**src/rtl/hbus_pkg.sv**
```systemverilog
package hbus_pkg;
    typedef enum logic [2:0] {
        ST_IDLE,
        ST_RECV,
        ST_EXEC,
        ST_SEND,
        ST_DONE
    } hbus_state_e;

    localparam logic [7:0] OPC_READ  = 8'h01;
    localparam logic [7:0] OPC_WRITE = 8'h02;

    localparam logic [7:0] STS_OK       = 8'd0;
    localparam logic [7:0] STS_BAD_OPC  = 8'd1;
    localparam logic [7:0] STS_BAD_ADDR = 8'd2;
    localparam logic [7:0] STS_RO_WRITE = 8'd3;
endpackage

```
**src/rtl/hbus_sync.sv**
```systemverilog
module hbus_sync #(
    parameter int WIDTH = 3
) (
    input  logic             clk,
    input  logic             rst_n,
    input  logic [WIDTH-1:0] async_i,
    output logic [WIDTH-1:0] sync_o
);
    logic [WIDTH-1:0] meta_q, meta_d;
    logic [WIDTH-1:0] held_q, held_d;

    always_comb begin
        meta_d = async_i;
        held_d = meta_q;
    end

    always_ff @(posedge clk or negedge rst_n) begin
        if (!rst_n) begin
            meta_q <= '0;
            held_q <= '0;
        end else begin
            meta_q <= meta_d;
            held_q <= held_d;
        end
    end

    assign sync_o = held_q;
endmodule

```
**src/rtl/hbus_decode.sv**
```systemverilog
module hbus_decode
    import hbus_pkg::*;
#(
    parameter int ADDR_TOP  = 38,
    parameter int VER_MAJOR = 1,
    parameter int VER_MINOR = 0,
    parameter int N_PWM     = 4,
    parameter int N_ENC     = 2,
    parameter int N_SERVO   = 8
) (
    input  logic [7:0]  opc_i,
    input  logic [7:0]  adr_i,
    output logic [7:0]  code_o,
    output logic [31:0] info_o
);
    logic opc_known;

    always_comb begin
        opc_known = (opc_i == OPC_READ) || (opc_i == OPC_WRITE);
        if (!opc_known)
            code_o = STS_BAD_OPC;
        else if (int'(adr_i) > ADDR_TOP)
            code_o = STS_BAD_ADDR;
        else if (adr_i == 8'd0 && opc_i == OPC_WRITE)
            code_o = STS_RO_WRITE;
        else
            code_o = STS_OK;
    end

    assign info_o = {12'h000, 4'(N_SERVO), 4'(N_ENC), 4'(N_PWM),
                     4'(VER_MINOR), 4'(VER_MAJOR)};

    always_comb begin
        if (code_o == STS_OK)
            assert (opc_known && int'(adr_i) <= ADDR_TOP)
                else $error("p_ok_only_valid_r8 failed");
    end
endmodule

```
**src/rtl/hbus_slave.sv**
```systemverilog
module hbus_slave
    import hbus_pkg::*;
#(
    parameter int VER_MAJOR   = 1,
    parameter int VER_MINOR   = 0,
    parameter int N_PWM       = 4,
    parameter int PWM_REGS    = 4,
    parameter int N_ENC       = 2,
    parameter int ENC_REGS    = 6,
    parameter int N_SERVO     = 8,
    parameter int SERVO_REGS  = 10,
    parameter int REPLY_WORDS = 2
) (
    input  logic        clk,
    input  logic        rst_n,
    input  logic        host_start,
    input  logic        host_rnw,
    input  logic        host_stb,
    input  logic [7:0]  bus_din,
    output logic [7:0]  bus_dout,
    output logic        bus_oe,
    output logic        slv_stb,
    output logic        slv_ack,
    output logic        rf_valid,
    output logic        rf_we,
    output logic [7:0]  rf_addr,
    output logic [31:0] rf_wdata,
    input  logic [31:0] rf_rdata
);
    localparam int ADDR_TOP = N_PWM * PWM_REGS + N_ENC * ENC_REGS + SERVO_REGS;
    localparam int REPLY_BYTES = 4 * REPLY_WORDS;
    localparam int CW = ($clog2(REPLY_BYTES) > 3) ? $clog2(REPLY_BYTES) : 3;
    localparam logic [CW-1:0] CMD_LAST   = CW'(5);
    localparam logic [CW-1:0] REPLY_LAST = CW'(REPLY_BYTES - 1);

    typedef struct packed {
        hbus_state_e   st;
        logic [CW-1:0] cnt;
        logic [7:0]    opc;
        logic [7:0]    adr;
        logic [31:0]   dat;
        logic [31:0]   rdat;
        logic [7:0]    stat;
        logic          ack;
        logic          sstb;
        logic          oe;
        logic [7:0]    dout;
    } slave_reg_t;

    slave_reg_t q, d;

    logic [2:0]  sync_w;
    logic        start_s, rnw_s, stb_s;
    logic [7:0]  code_w;
    logic [31:0] info_w;
    logic [31:0] word_w;
    logic [CW-1:0] widx;

    hbus_sync #(.WIDTH(3)) u_sync (
        .clk    (clk),
        .rst_n  (rst_n),
        .async_i({host_start, host_rnw, host_stb}),
        .sync_o (sync_w)
    );
    assign {start_s, rnw_s, stb_s} = sync_w;

    hbus_decode #(
        .ADDR_TOP (ADDR_TOP),
        .VER_MAJOR(VER_MAJOR),
        .VER_MINOR(VER_MINOR),
        .N_PWM    (N_PWM),
        .N_ENC    (N_ENC),
        .N_SERVO  (N_SERVO)
    ) u_dec (
        .opc_i (q.opc),
        .adr_i (q.adr),
        .code_o(code_w),
        .info_o(info_w)
    );

    // Reply word and byte selection for the current reply byte
    always_comb begin
        widx = q.cnt >> 2;
        if (widx == '0)
            word_w = q.rdat;
        else if (widx == CW'(1))
            word_w = {24'h0, q.stat};
        else
            word_w = '0;
    end

    always_comb begin
        d = q;
        unique case (q.st)
            ST_IDLE: begin
                d.ack  = 1'b0;
                d.sstb = 1'b0;
                d.oe   = 1'b0;
                if (start_s) begin
                    d.st  = ST_RECV;
                    d.ack = 1'b1;
                    d.cnt = '0;
                end
            end
            ST_RECV: begin
                if (stb_s && !q.sstb) begin
                    d.sstb = 1'b1;
                    case (q.cnt)
                        CW'(0):  d.opc = bus_din;
                        CW'(1):  d.adr = bus_din;
                        CW'(2):  d.dat[7:0]   = bus_din;
                        CW'(3):  d.dat[15:8]  = bus_din;
                        CW'(4):  d.dat[23:16] = bus_din;
                        default: d.dat[31:24] = bus_din;
                    endcase
                end else if (!stb_s && q.sstb) begin
                    d.sstb = 1'b0;
                    if (q.cnt == CMD_LAST) begin
                        d.st  = ST_EXEC;
                        d.cnt = '0;
                    end else begin
                        d.cnt = q.cnt + 1'b1;
                    end
                end
            end
            ST_EXEC: begin
                d.stat = code_w;
                d.rdat = '0;
                if (code_w == STS_OK && q.opc == OPC_READ)
                    d.rdat = (q.adr == 8'd0) ? info_w : rf_rdata;
                d.st = ST_SEND;
            end
            ST_SEND: begin
                d.oe = rnw_s;
                if (stb_s && !q.sstb) begin
                    d.sstb = 1'b1;
                    d.dout = word_w[8*q.cnt[1:0] +: 8];
                end else if (!stb_s && q.sstb) begin
                    d.sstb = 1'b0;
                    if (q.cnt == REPLY_LAST) begin
                        d.st  = ST_DONE;
                        d.ack = 1'b0;
                        d.oe  = 1'b0;
                    end else begin
                        d.cnt = q.cnt + 1'b1;
                    end
                end
            end
            default: begin
                d.ack = 1'b0;
                d.oe  = 1'b0;
            end
        endcase
        // Host dropped start: leave the transaction wherever it stands
        if (q.st != ST_IDLE && !start_s) begin
            d.st   = ST_IDLE;
            d.ack  = 1'b0;
            d.sstb = 1'b0;
            d.oe   = 1'b0;
        end
    end

    always_ff @(posedge clk or negedge rst_n) begin
        if (!rst_n) begin
            q <= '{st: ST_IDLE, default: '0};
        end else begin
            q <= d;
        end
    end

    assign bus_dout = q.dout;
    assign bus_oe   = q.oe;
    assign slv_stb  = q.sstb;
    assign slv_ack  = q.ack;
    assign rf_valid = (q.st == ST_EXEC) && (code_w == STS_OK) && (q.adr != 8'd0);
    assign rf_we    = (q.opc == OPC_WRITE);
    assign rf_addr  = q.adr;
    assign rf_wdata = q.dat;

    p_stb_rise_r3: assert property (@(posedge clk) disable iff (!rst_n)
        $rose(slv_stb) |-> $past(stb_s));
    p_stb_fall_r3: assert property (@(posedge clk) disable iff (!rst_n)
        $fell(slv_stb) |-> !$past(stb_s));
    p_single_access_r6: assert property (@(posedge clk) disable iff (!rst_n)
        rf_valid |=> !rf_valid);
    p_no_reg0_access_r7: assert property (@(posedge clk) disable iff (!rst_n)
        rf_valid |-> rf_addr != 8'd0);
    p_addr_in_range_r9: assert property (@(posedge clk) disable iff (!rst_n)
        rf_valid |-> int'(rf_addr) <= ADDR_TOP);
    p_oe_inside_txn_r10: assert property (@(posedge clk) disable iff (!rst_n)
        bus_oe |-> slv_ack);
    p_ack_needs_start_r2: assert property (@(posedge clk) disable iff (!rst_n)
        $rose(slv_ack) |-> $past(start_s));
endmodule

```
**config.mk**
```make
export PLATFORM = sky130hd
export DESIGN_NAME = hbus_slave
export DESIGN_NICKNAME = d
export VERILOG_FILES = /design/src/rtl/hbus_pkg.sv /design/src/rtl/hbus_sync.sv /design/src/rtl/hbus_decode.sv /design/src/rtl/hbus_slave.sv
export SDC_FILE = /design/constraint.sdc
export NUM_CORES = 1
export LEC_CHECK = 0
export BUFFER_PORTS_ARGS = -buffer_cell sky130_fd_sc_hd__buf_2
export CORE_MARGIN = 3
export CORE_UTILIZATION = 25
export DETAILED_ROUTE_END_ITERATION = 8
export SYNTH_ARGS = -nofsm -noshare
export SYNTH_HDL_FRONTEND = slang
export SYNTH_SLANG_ARGS = --single-unit
```
**constraint.sdc**
```tcl
create_clock -name clk -period 2.5 [get_ports clk]
set_clock_uncertainty 0.15 [all_clocks]
set_input_delay 0.5 -clock clk [delete_from_list [all_inputs] [get_ports clk]]
set_output_delay 0.5 -clock clk [all_outputs]
set_load 0.1 [all_outputs]
```
# Word level (Yosys, flattened, before mapping)
# Cells that the tools add are included.
word_totals:
  wordCells: 113
  output_inout_bits: 53
  in_bits: 45
  ff_bits: 111
classes:
  reduce_logical: 34
  shifts: 1
  mux: 32
  eq_ne: 27
  bitwise_logic: 1
  add_sub_neg: 1
  n_lt_le_gt_ge: 1
op_table:
  columns: ["op", "n"]
  rows:
  - ["32-bit two-way mux", 3]
  - ["32-bit by 6-bit variable part select with 8-bit output", 1]
  - ["6-bit two-way mux", 5]
  - ["8-bit two-way mux", 3]
  - ["3-bit two-way mux", 7]
  - ["3-bit AND reduction", 7]
  - ["3-bit != test (second input constant)", 6]
  - ["8-bit zero test", 2]
  - ["3-bit by 2-bit equality test with 1-bit output (second input constant)", 4]
  - ["3-bit one-hot mux with 4 select lines", 1]
  - ["2-bit != test (second input constant)", 5]
  - ["3-bit equality test (second input constant)", 3]
  - ["3-bit zero test", 3]
  - ["3-bit one-hot mux with 3 select lines", 1]
  - ["8-bit by 1-bit equality test with 1-bit output (second input constant)", 1]
  - ["8-bit by 2-bit equality test with 1-bit output (second input constant)", 1]
  - ["8-bit by 6-bit > comparator with 1-bit output (second input constant)", 1]
  - ["1-bit two-way mux", 8]
  - ["4-bit != test (second input constant)", 2]
  - ["8-bit AND reduction", 1]
  - ["8-bit nonzero test", 1]
  - ["1-bit logical AND", 7]
  - ["7-bit AND reduction", 1]
  - ["3-bit by 1-bit equality test with 1-bit output (second input constant)", 2]
  - ["16 further kinds", 21]

# Depth between registers and ports, before layout
# Gate-level depths: netlist of run 1.
logic_depth:
  depth_word: 8
  ltp_mapped: 7
  mapped_depth_nobuf: 6

# Modules after synthesis
# From an unflattened synthesis of run 1, not the netlist that was laid out.
hier_totals:
  cells_unflattened: 496
  hier_area_um2: 5735.5
modules_own_cells:
  columns: ["module", "seq_area_each_um2", "area_per_inst_um2", "instances", "cells_each"]
  rows:
  - ["hbus_slave", 2627.5, 5198.7, 1, 437]
  - ["hbus_decode", 0.0, 386.6, 1, 53]
  - ["hbus_sync", 150.1, 150.1, 1, 6]

# Least setup slack after synthesis of run 1
# OpenSTA, ideal clock, no wires.
synth_timing:
  path_type: "reg-to-output"
  from: "register q[96] (netlist name)"
  to: "output rf_we"
  t_arrival_ps: 3836
  setup_slack_ps: -1986
  required_ps: 1850
  path_stages_with_launch: 3
  path_cell_list: "dfrtp_1 -> or4_4 -> nor4_1"
synth_via:
  elab_chain_len: 1
synth_lines:
  columns: ["element", "line", "rtl"]
  rows:
  - ["start, declared", "hbus_slave.sv:50", "slave_reg_t q, d;"]
  - ["start signal, assigned", "hbus_slave.sv:165", "q <= '{st: ST_IDLE, default: '0};"]
  - ["start signal, assigned", "hbus_slave.sv:167", "q <= d;"]
  - ["8-bit by 2-bit equality test with 1-bit output", "hbus_slave.sv:176", "assign rf_we = (q.opc == OPC_WRITE);"]
  - ["end, declared", "hbus_slave.sv:25", "output logic rf_we,"]
# Every way passes these cells.

# Final worst setup path of run 1
layout_timing:
  from: "register q[104] (netlist name)"
  to: "output rf_valid"
layout_via:
  elab_chain_len: 3
layout_lines:
  columns: ["element", "line", "rtl"]
  rows:
  - ["3-bit by 2-bit equality test with 1-bit output", "hbus_slave.sv:175", "assign rf_valid = (q.st == ST_EXEC) && (code_w == STS_OK) && (q.adr != 8'd0);"]
  - ["1-bit logical AND (2 in a row)", "hbus_slave.sv:175", null]
  - ["end, declared", "hbus_slave.sv:24", "output logic rf_valid,"]
# Every way passes these cells.

==> reports/metrics.cfg, run 1 <==
[sta]
fin_crit_ps=2560
drv_slew=0
setup_viol=2
rsz0062_at_grt=true
finalCritPeriodShare=1.03
worst_slew_pin_slew_ps=616
final.setup.worst_slack_ps=-64.5
max_freq_mhz=390
final-hold-violation-count=0
relSlewSlack=0.588

[floorplan]
fp.dieH_um=144
fp.dieArea_um2=20900
die_x_um=144
core_area_um2=18800
start_util=0.255
rows=50
ioPinCount=98

[logic_synthesis]
synth-adder-area-share=0.0209
synth_top_family_by_area=multiplexers
syn_inst=366
yosysSeqAreaShare=0.548
ys_seq_elements=105
synth_area_um2=4790
synthMuxAreaShare=0.152
synth_cell_types=44
syn_avg_cell_area_um2=13.1
syn-num-nets=419
synthSimpleGateAreaFrac=0.0723
synthXorXnorAreaFrac=0
synth-compound-area-share=0.111
yosysWarnings=0

[detailed_routing]
vias=3089
avgViaCountPerCell=4.59
dr.pass1.iters=4
route.detailed.drc=0
final_antenna_net_count=0
initialDrtViolationCount=152
post_drt_wl_per_cell_um=17.7
routed_wl_mm=11.9

[clock_network]
htree_num_levels=3
clock-sinks=105
clkTransAtPathRegs_ps=70
clock_latency_ps=350
cts_inserted_buffers=9
cts_tree=done
cts_buffer_depth=2
clockRootBuffer=clkbuf_16

[place]
place_congestion=0.733
io_buffer_count=97
hpwl_mm=8.51
pre_cts_ws_ps=92.9
placed_cells=651

[layout]
diodes=0
fin_util=0.307
area_growth_pct=20.1
drive_above_1_share=0.483
fin_cells=673
regArea_um2=2630
fin_nets=487
fill_cells=1903
multi_input_area_um2=1770

[worst_setup_path]
worst_path_max_delay_cell=or3b_1
start_kind=flip-flop
path_class=reg -> out
required_ps=1850
crit_chain=or3b_1, a31o_4, nor3_4, buf_12
slowest_delay_ps=440
end_kind=output pin
arrival_ps=1910
crit_path_max_fanout=6

[outcome]
outcome=finished with violations
violations=negative setup slack

[grt]
grt.total_usage=0.118
grt_max_degree=37
antenna_found_initial=0
gr-total-overflow=0
grt_pass1_vias=3307
grt_first_pass_wirelength_mm=18.7

[power_and_ir_drop]
peakVddDrop_uv=1220
powerDensity_nw_per_um2=1220
power_mw=7.03
p_leak_nw=2.72

[run]
cap_violations=0

[hold_path]
min_path_type=in -> reg

worst max-delay path: cells and delay by family (launching register included):
family          cells  cell delay, ps
compound gates      1             280
buf+inv             1             210
flops               1             380
simple gates        2             700
timing repair:
action                                  CTS  global route
hold buffers                              1             0
hold endpoints to repair                 33             0
pin swaps                                 4             4
resized for setup                         2             3
buffers inserted                          3             2
endpoints found under the setup margin    2             2
layer usage:
layer / vias up / track usage / wire length, um / part of all wire
li1: 1413 / - / - / -
met1: 1575 / 0.148 / 5130 / 0.43
met2: 89 / 0.196 / 5950 / 0.50
met4: 0 / 0.0349 / 131 / 0.011
met3: 12 / 0.0377 / 703 / 0.059
met5: - / 0 / 0 / 0
cells in the mapped netlist, drive strengths merged:
master	instances	share of area
a211oi	2	0.0031
nand3b	2	0.0031
or3	1	0.0023
o21ai	7	0.0073
clkbuf	10	0.0078
nor2b	5	0.0065
a21oi	7	0.0073
or4	1	0.0023
or3b	1	0.0018
o31ai	1	0.0016
inv	9	0.0070
mux2	48	0.11
a31o	1	0.0018
o211ai	1	0.0016
nand2b	4	0.0052
and3b	1	0.0018
a22oi	1	0.0016
nand2	13	0.010
nand3	5	0.0052
buf	51	0.081
nor4	4	0.0084
a21boi	2	0.0031
nand4	1	0.0013
nor2	10	0.0078
a31oi	2	0.0026
mux4	8	0.038
a211o	1	0.0018
mux2i	1	0.0021
nor3	4	0.0042
a22o	34	0.064
o21bai	1	0.0016
ha	8	0.021
dfrtp	105	0.55
nor4bb	2	0.0042
o41ai	1	0.0018
a32oi	1	0.0018
and2	4	0.0052
o221a	4	0.0094
and3	2	0.0026
cells in the final DEF, fill, tap and decap left out, types with 3 or more instances in the layout:
cell type	n
mux2_2	48
buf_2	94
dfrtp_1	104
buf_12	6
ha_1	8
nand2_1	12
nand3_1	4
mux4_2	8
buf_4	17
nor2b_1	5
o221a_2	4
and2_1	3
nor2_1	10
o21ai_0	7
a22o_2	9
clkbuf_16	9
a22o_1	25
inv_1	9
nand2b_1	4
a21oi_1	7
worst paths after layout:
check                            startpoint                to  slack (ps)  depth (start not counted)
setup / recovery                     q[104]          rf_valid         -60                          4
min in group asynchronous             rst_n             q[45]         530                          2
hold reg to reg            u_sync.held_d[1]  u_sync.sync_o[1]         200                          0
max in group asynchronous             rst_n             q[30]        1090                          3
setup reg to reg                    slv_stb        rf_addr[3]         150                          7
hold / removal                   host_start  u_sync.held_d[2]         100                          1
sequential cells by signal, summed over array words and instances (netlist names):
signal         flops
q                 48
rf_wdata          32
bus_dout           8
rf_addr            8
u_sync.held_d      3
u_sync.sync_o      3
bus_oe             1
slv_ack            1
slv_stb            1
power by group:
group          internal, mW  leakage, nW  switching (mW)  total [mW]
combinational         0.598         1.22            2.67        3.27
clock                 0.832        0.153           0.624        1.46
sequential             2.06         1.35           0.249        2.31
total                  3.49         2.72            3.54        7.03
layout make-up:
cell class | count | area share
clock inverter | 4 | 0.00847
sequential | 105 | 0.457
timing repair buffer | 118 | 0.126
tap | 234 | 0.0508
inverter | 9 | 0.00587
clock buffer | 12 | 0.0445
multi-input combinational | 191 | 0.307
cells by family after synthesis:
| logic type | Yosys count |
|---|---|
| and+or+nand+nor | 60 |
| buffers and inverters | 70 |
| AOI/OAI and AO/OA | 66 |
| adders and majority gates | 8 |
| muxes | 57 |
| DFF | 105 |
metrics by stage:
stage,setup TNS (ps),hold WS [ps],cell area (um2)
2_1_floorplan,-324,54.4,4830
3_3_place_gp,0,186,5380
3_5_place_dp,0,187,5380
4_1_cts,-252,84.1,5720
5_1_grt,-277,84.4,5760
6_report,-105,102,5760
Note: power is estimated with default switching activity, not from simulation.
==> run 2, diff against run 1 <==
SYNTH_HIERARCHICAL = 1   (was unset)
==> run 2 against run 1 <==
- the run still ends with negative setup slack left
- cell count grew 24%
- core utilization shrank 1.4 points
- non-clock buffer count shrank 1
- sequential share of layout area shrank 2.8 points
- power grew 7.3%
- sequential power grew 8%
- largest cell class unchanged
==> reports/metrics.cfg, run 2 <==
[worst_setup_path]
arrival_ps=1970  ; was 1910 ps
rr_endpoint=rf_wdata[22]  ; was rf_addr[3]
slowest_delay_ps=440  ; about the same
crit_path_max_fanout=5  ; was 6
worstRegToRegCells=5  ; was 7
start_kind=flip-flop  ; unchanged
cp.depth=6  ; was 4
r2r-start=slv_stb  ; unchanged
end_kind=output pin  ; unchanged
reg2reg_slack_ps=400  ; was 150 ps
worst_path_max_delay_cell=dfrtp_1  ; was or3b_1
path_class=reg -> out  ; unchanged
crit_family=simple AND/OR/NAND/NOR gates  ; unchanged
cpMostUsedCell=nor4_2
crit_chain=nor4_2, nand4_1, a21oi_2, nor4_2, and4b_4, buf_12  ; was or3b_1, a31o_4, nor3_4, buf_12
required_ps=1850  ; about the same
cp_num_buf_inv=1  ; unchanged

[logic_synthesis]
ys_top_cells_by_area=dfrtp_1 (48%), buf_4 (12%), mux2_2 (11%)  ; was dfrtp_1 (55%), mux2_2 (11%), buf_4 (7.5%)
syn_inst=496  ; was 366
async_flop_share=1.00  ; unchanged
yosysSeqAreaShare=0.484  ; was 0.548
synth_ff_type=dfrtp_1  ; unchanged
synth_top_area_share=0.484  ; was 0.548
synth_cell_types=47  ; was 44
synth_top_cell_by_area=dfrtp_1  ; unchanged
synth_area_um2=5740  ; was 4790 um2
synth_most_common_cell=dfrtp_1  ; unchanged
yosysWarnings=6  ; was 0
syn_avg_cell_area_um2=11.6  ; was 13.1 um2
synth_edf_count=0  ; unchanged
ys_top_cells_by_count=dfrtp_1 (111), buf_4 (89), mux2_2 (57)  ; was dfrtp_1 (105), buf_4 (48), mux2_2 (48)
ys_seq_elements=111  ; was 105

[floorplan]
start_util=0.259  ; was 0.255
core_area_um2=22200  ; was 18800 um2
fp.dieArea_um2=24800  ; was 20900 um2
ioPinCount=98  ; unchanged
die_x_um=157  ; was 144 um
fp.dieH_um=157  ; was 144 um
rows=54  ; was 50

[layout]
largest_register_ffs=54  ; was 48
largest_register=q  ; unchanged
fin_nets=607  ; was 487
diodes=0  ; unchanged
final_cell_mix=dfrtp_1 (110), buf_2 (94), mux2_2 (57)  ; was dfrtp_1 (104), buf_2 (94), mux2_2 (48)
fin_area_um2=6490  ; was 5760 um2
area_growth_pct=13.1  ; was 20.1%
fin_cells=836  ; was 673
layout_commonest_cell=dfrtp_1  ; unchanged
fill_cells=2315  ; was 1903
drive_above_1_share=0.385  ; was 0.483

[sta]
relSlewSlack=0.591  ; was 0.588
max_freq_mhz=382  ; was 390 MHz
hold_slack_ps=101  ; was 102 ps
final-hold-violation-count=0  ; unchanged
rsz0062_at_grt=true  ; unchanged
worst_slew_pin_slew_ps=612  ; was 616 ps
setup_viol=1  ; was 2
final.setup.worst_slack_ps=-119  ; was -64.5 ps
finalCritPeriodShare=1.05  ; was 1.03
fin_crit_ps=2620  ; was 2560 ps
drv_slew=0  ; unchanged

[hold_path]
hold_path_depth=1  ; unchanged
holdPathEnd=u_sync/held_d[1]  ; was u_sync.held_d[2]
min_path_type=in -> reg  ; unchanged
holdCritStartpoint=host_rnw  ; was host_start

[detailed_routing]
initialDrtViolationCount=206  ; was 152
final_antenna_net_count=0  ; unchanged
dr.pass1.iters=4  ; unchanged
route.detailed.drc=0  ; unchanged
routed_wl_mm=12.4  ; was 11.9 mm
avgViaCountPerCell=4.19  ; was 4.59
post_drt_wl_per_cell_um=14.9  ; was 17.7 um
vias=3507  ; was 3089

[grt]
antenna_found_initial=0  ; unchanged
grt_first_pass_wirelength_mm=19.8  ; was 18.7 mm
grt_max_degree=41  ; was 37
grt_pass1_vias=3495  ; was 3307
grt.total_usage=0.104  ; was 0.118
gr-total-overflow=0  ; unchanged

[place]
postPlaceCellArea_um2=6140  ; was 5380 um2
hpwl_mm=9.22  ; was 8.51 mm
io_buffer_count=97  ; unchanged
place_congestion=0.793  ; was 0.733
pre_cts_ws_ps=92.2  ; was 92.9 ps
placed_cells=819  ; was 651

[clock_network]
clockRootBuffer=clkbuf_16  ; unchanged
cts_buffer_depth=2  ; unchanged
clkTransAtPathRegs_ps=70  ; about the same
clock-sinks=111  ; was 105
htree_num_levels=3  ; unchanged
cts_inserted_buffers=9  ; unchanged
clock_latency_ps=350  ; about the same
cts_tree=done  ; unchanged

[outcome]
violations=negative setup slack  ; unchanged
outcome=finished with violations  ; unchanged

[power_and_ir_drop]
p_leak_nw=3.27  ; was 2.72 nW
powerDensity_nw_per_um2=1160  ; was 1220 nW/um2
power_mw=7.54  ; was 7.03 mW
peakVddDrop_uv=664  ; was 1220 uV

[run]
cap_violations=0  ; unchanged

run 2: cells by family (layout without fill, tap and decap cells):
group,Yosys count,after routing,synth area share
xor gates and xnor gates,2,2,0.00305
AOI/OAI and AO/OA,65,65,0.0654
muxes,99,99,0.203
and+or+nand+nor,96,96,0.0912
other,2,38,0.00131
DFF,111,111,0.484
buffers and inverters,113,137,0.134
adders and majority gates,8,8,0.0175
run 2: report_power, final:
group / internal (mW) / leakage (nW) / switching, mW
registers: 2.21 / 1.25 / 0.291
logic: 0.731 / 1.89 / 2.91
clock network: 0.759 / 0.129 / 0.643
total: 3.70 / 3.27 / 3.84
run 2: worst max path at each step:
stage	from	end	slack, ps
after detailed placement	q[96]	rf_valid	90
final	rf_addr[1]	rf_valid	-120
after global routing	rf_addr[4]	rf_valid	-250
after floorplan	slv_stb	rf_wdata[0]	30
after global placement	q[96]	rf_valid	50
after CTS	q[97]	rf_valid	-130
run 2: layout make-up:
type | instances | area, um2 | area share
sequential | 111 | 2780 | 0.428
multi-input combinational | 308 | 2370 | 0.366
timing repair buffer | 117 | 683 | 0.105
tap | 280 | 350 | 0.0540
clock buffer | 9 | 225 | 0.0347
clock inverter | 4 | 50.0 | 0.00771
inverter | 7 | 26.3 | 0.00405
run 2: what timing repair did:
action | CTS | global route
resized for setup | 4 | 3
endpoints found under the hold margin | 16 | 0
hold buffers | 1 | 0
pin swaps | 7 | 1
gates cloned | 0 | 0
setup buffers | 2 | 1
endpoints found under the setup margin | 1 | 2
run 2: routing by layer:
| metal | up-vias | GRT usage | share of wire |
|---|---|---|---|
| met5 | - | 0 | 0 |
| met4 | 0 | 0.0248 | 0.0096 |
| met3 | 10 | 0.0308 | 0.044 |
| met2 | 76 | 0.163 | 0.46 |
| met1 | 1707 | 0.143 | 0.49 |
| li1 | 1714 | - | - |
run 2: through the flow:
stage | setup TNS, ps | util
floorplan | 0 | -
global placement | 0 | 0.277
detailed placement | 0 | 0.277
CTS | -133 | 0.292
global route | -253 | 0.293
finish | -119 | 0.293
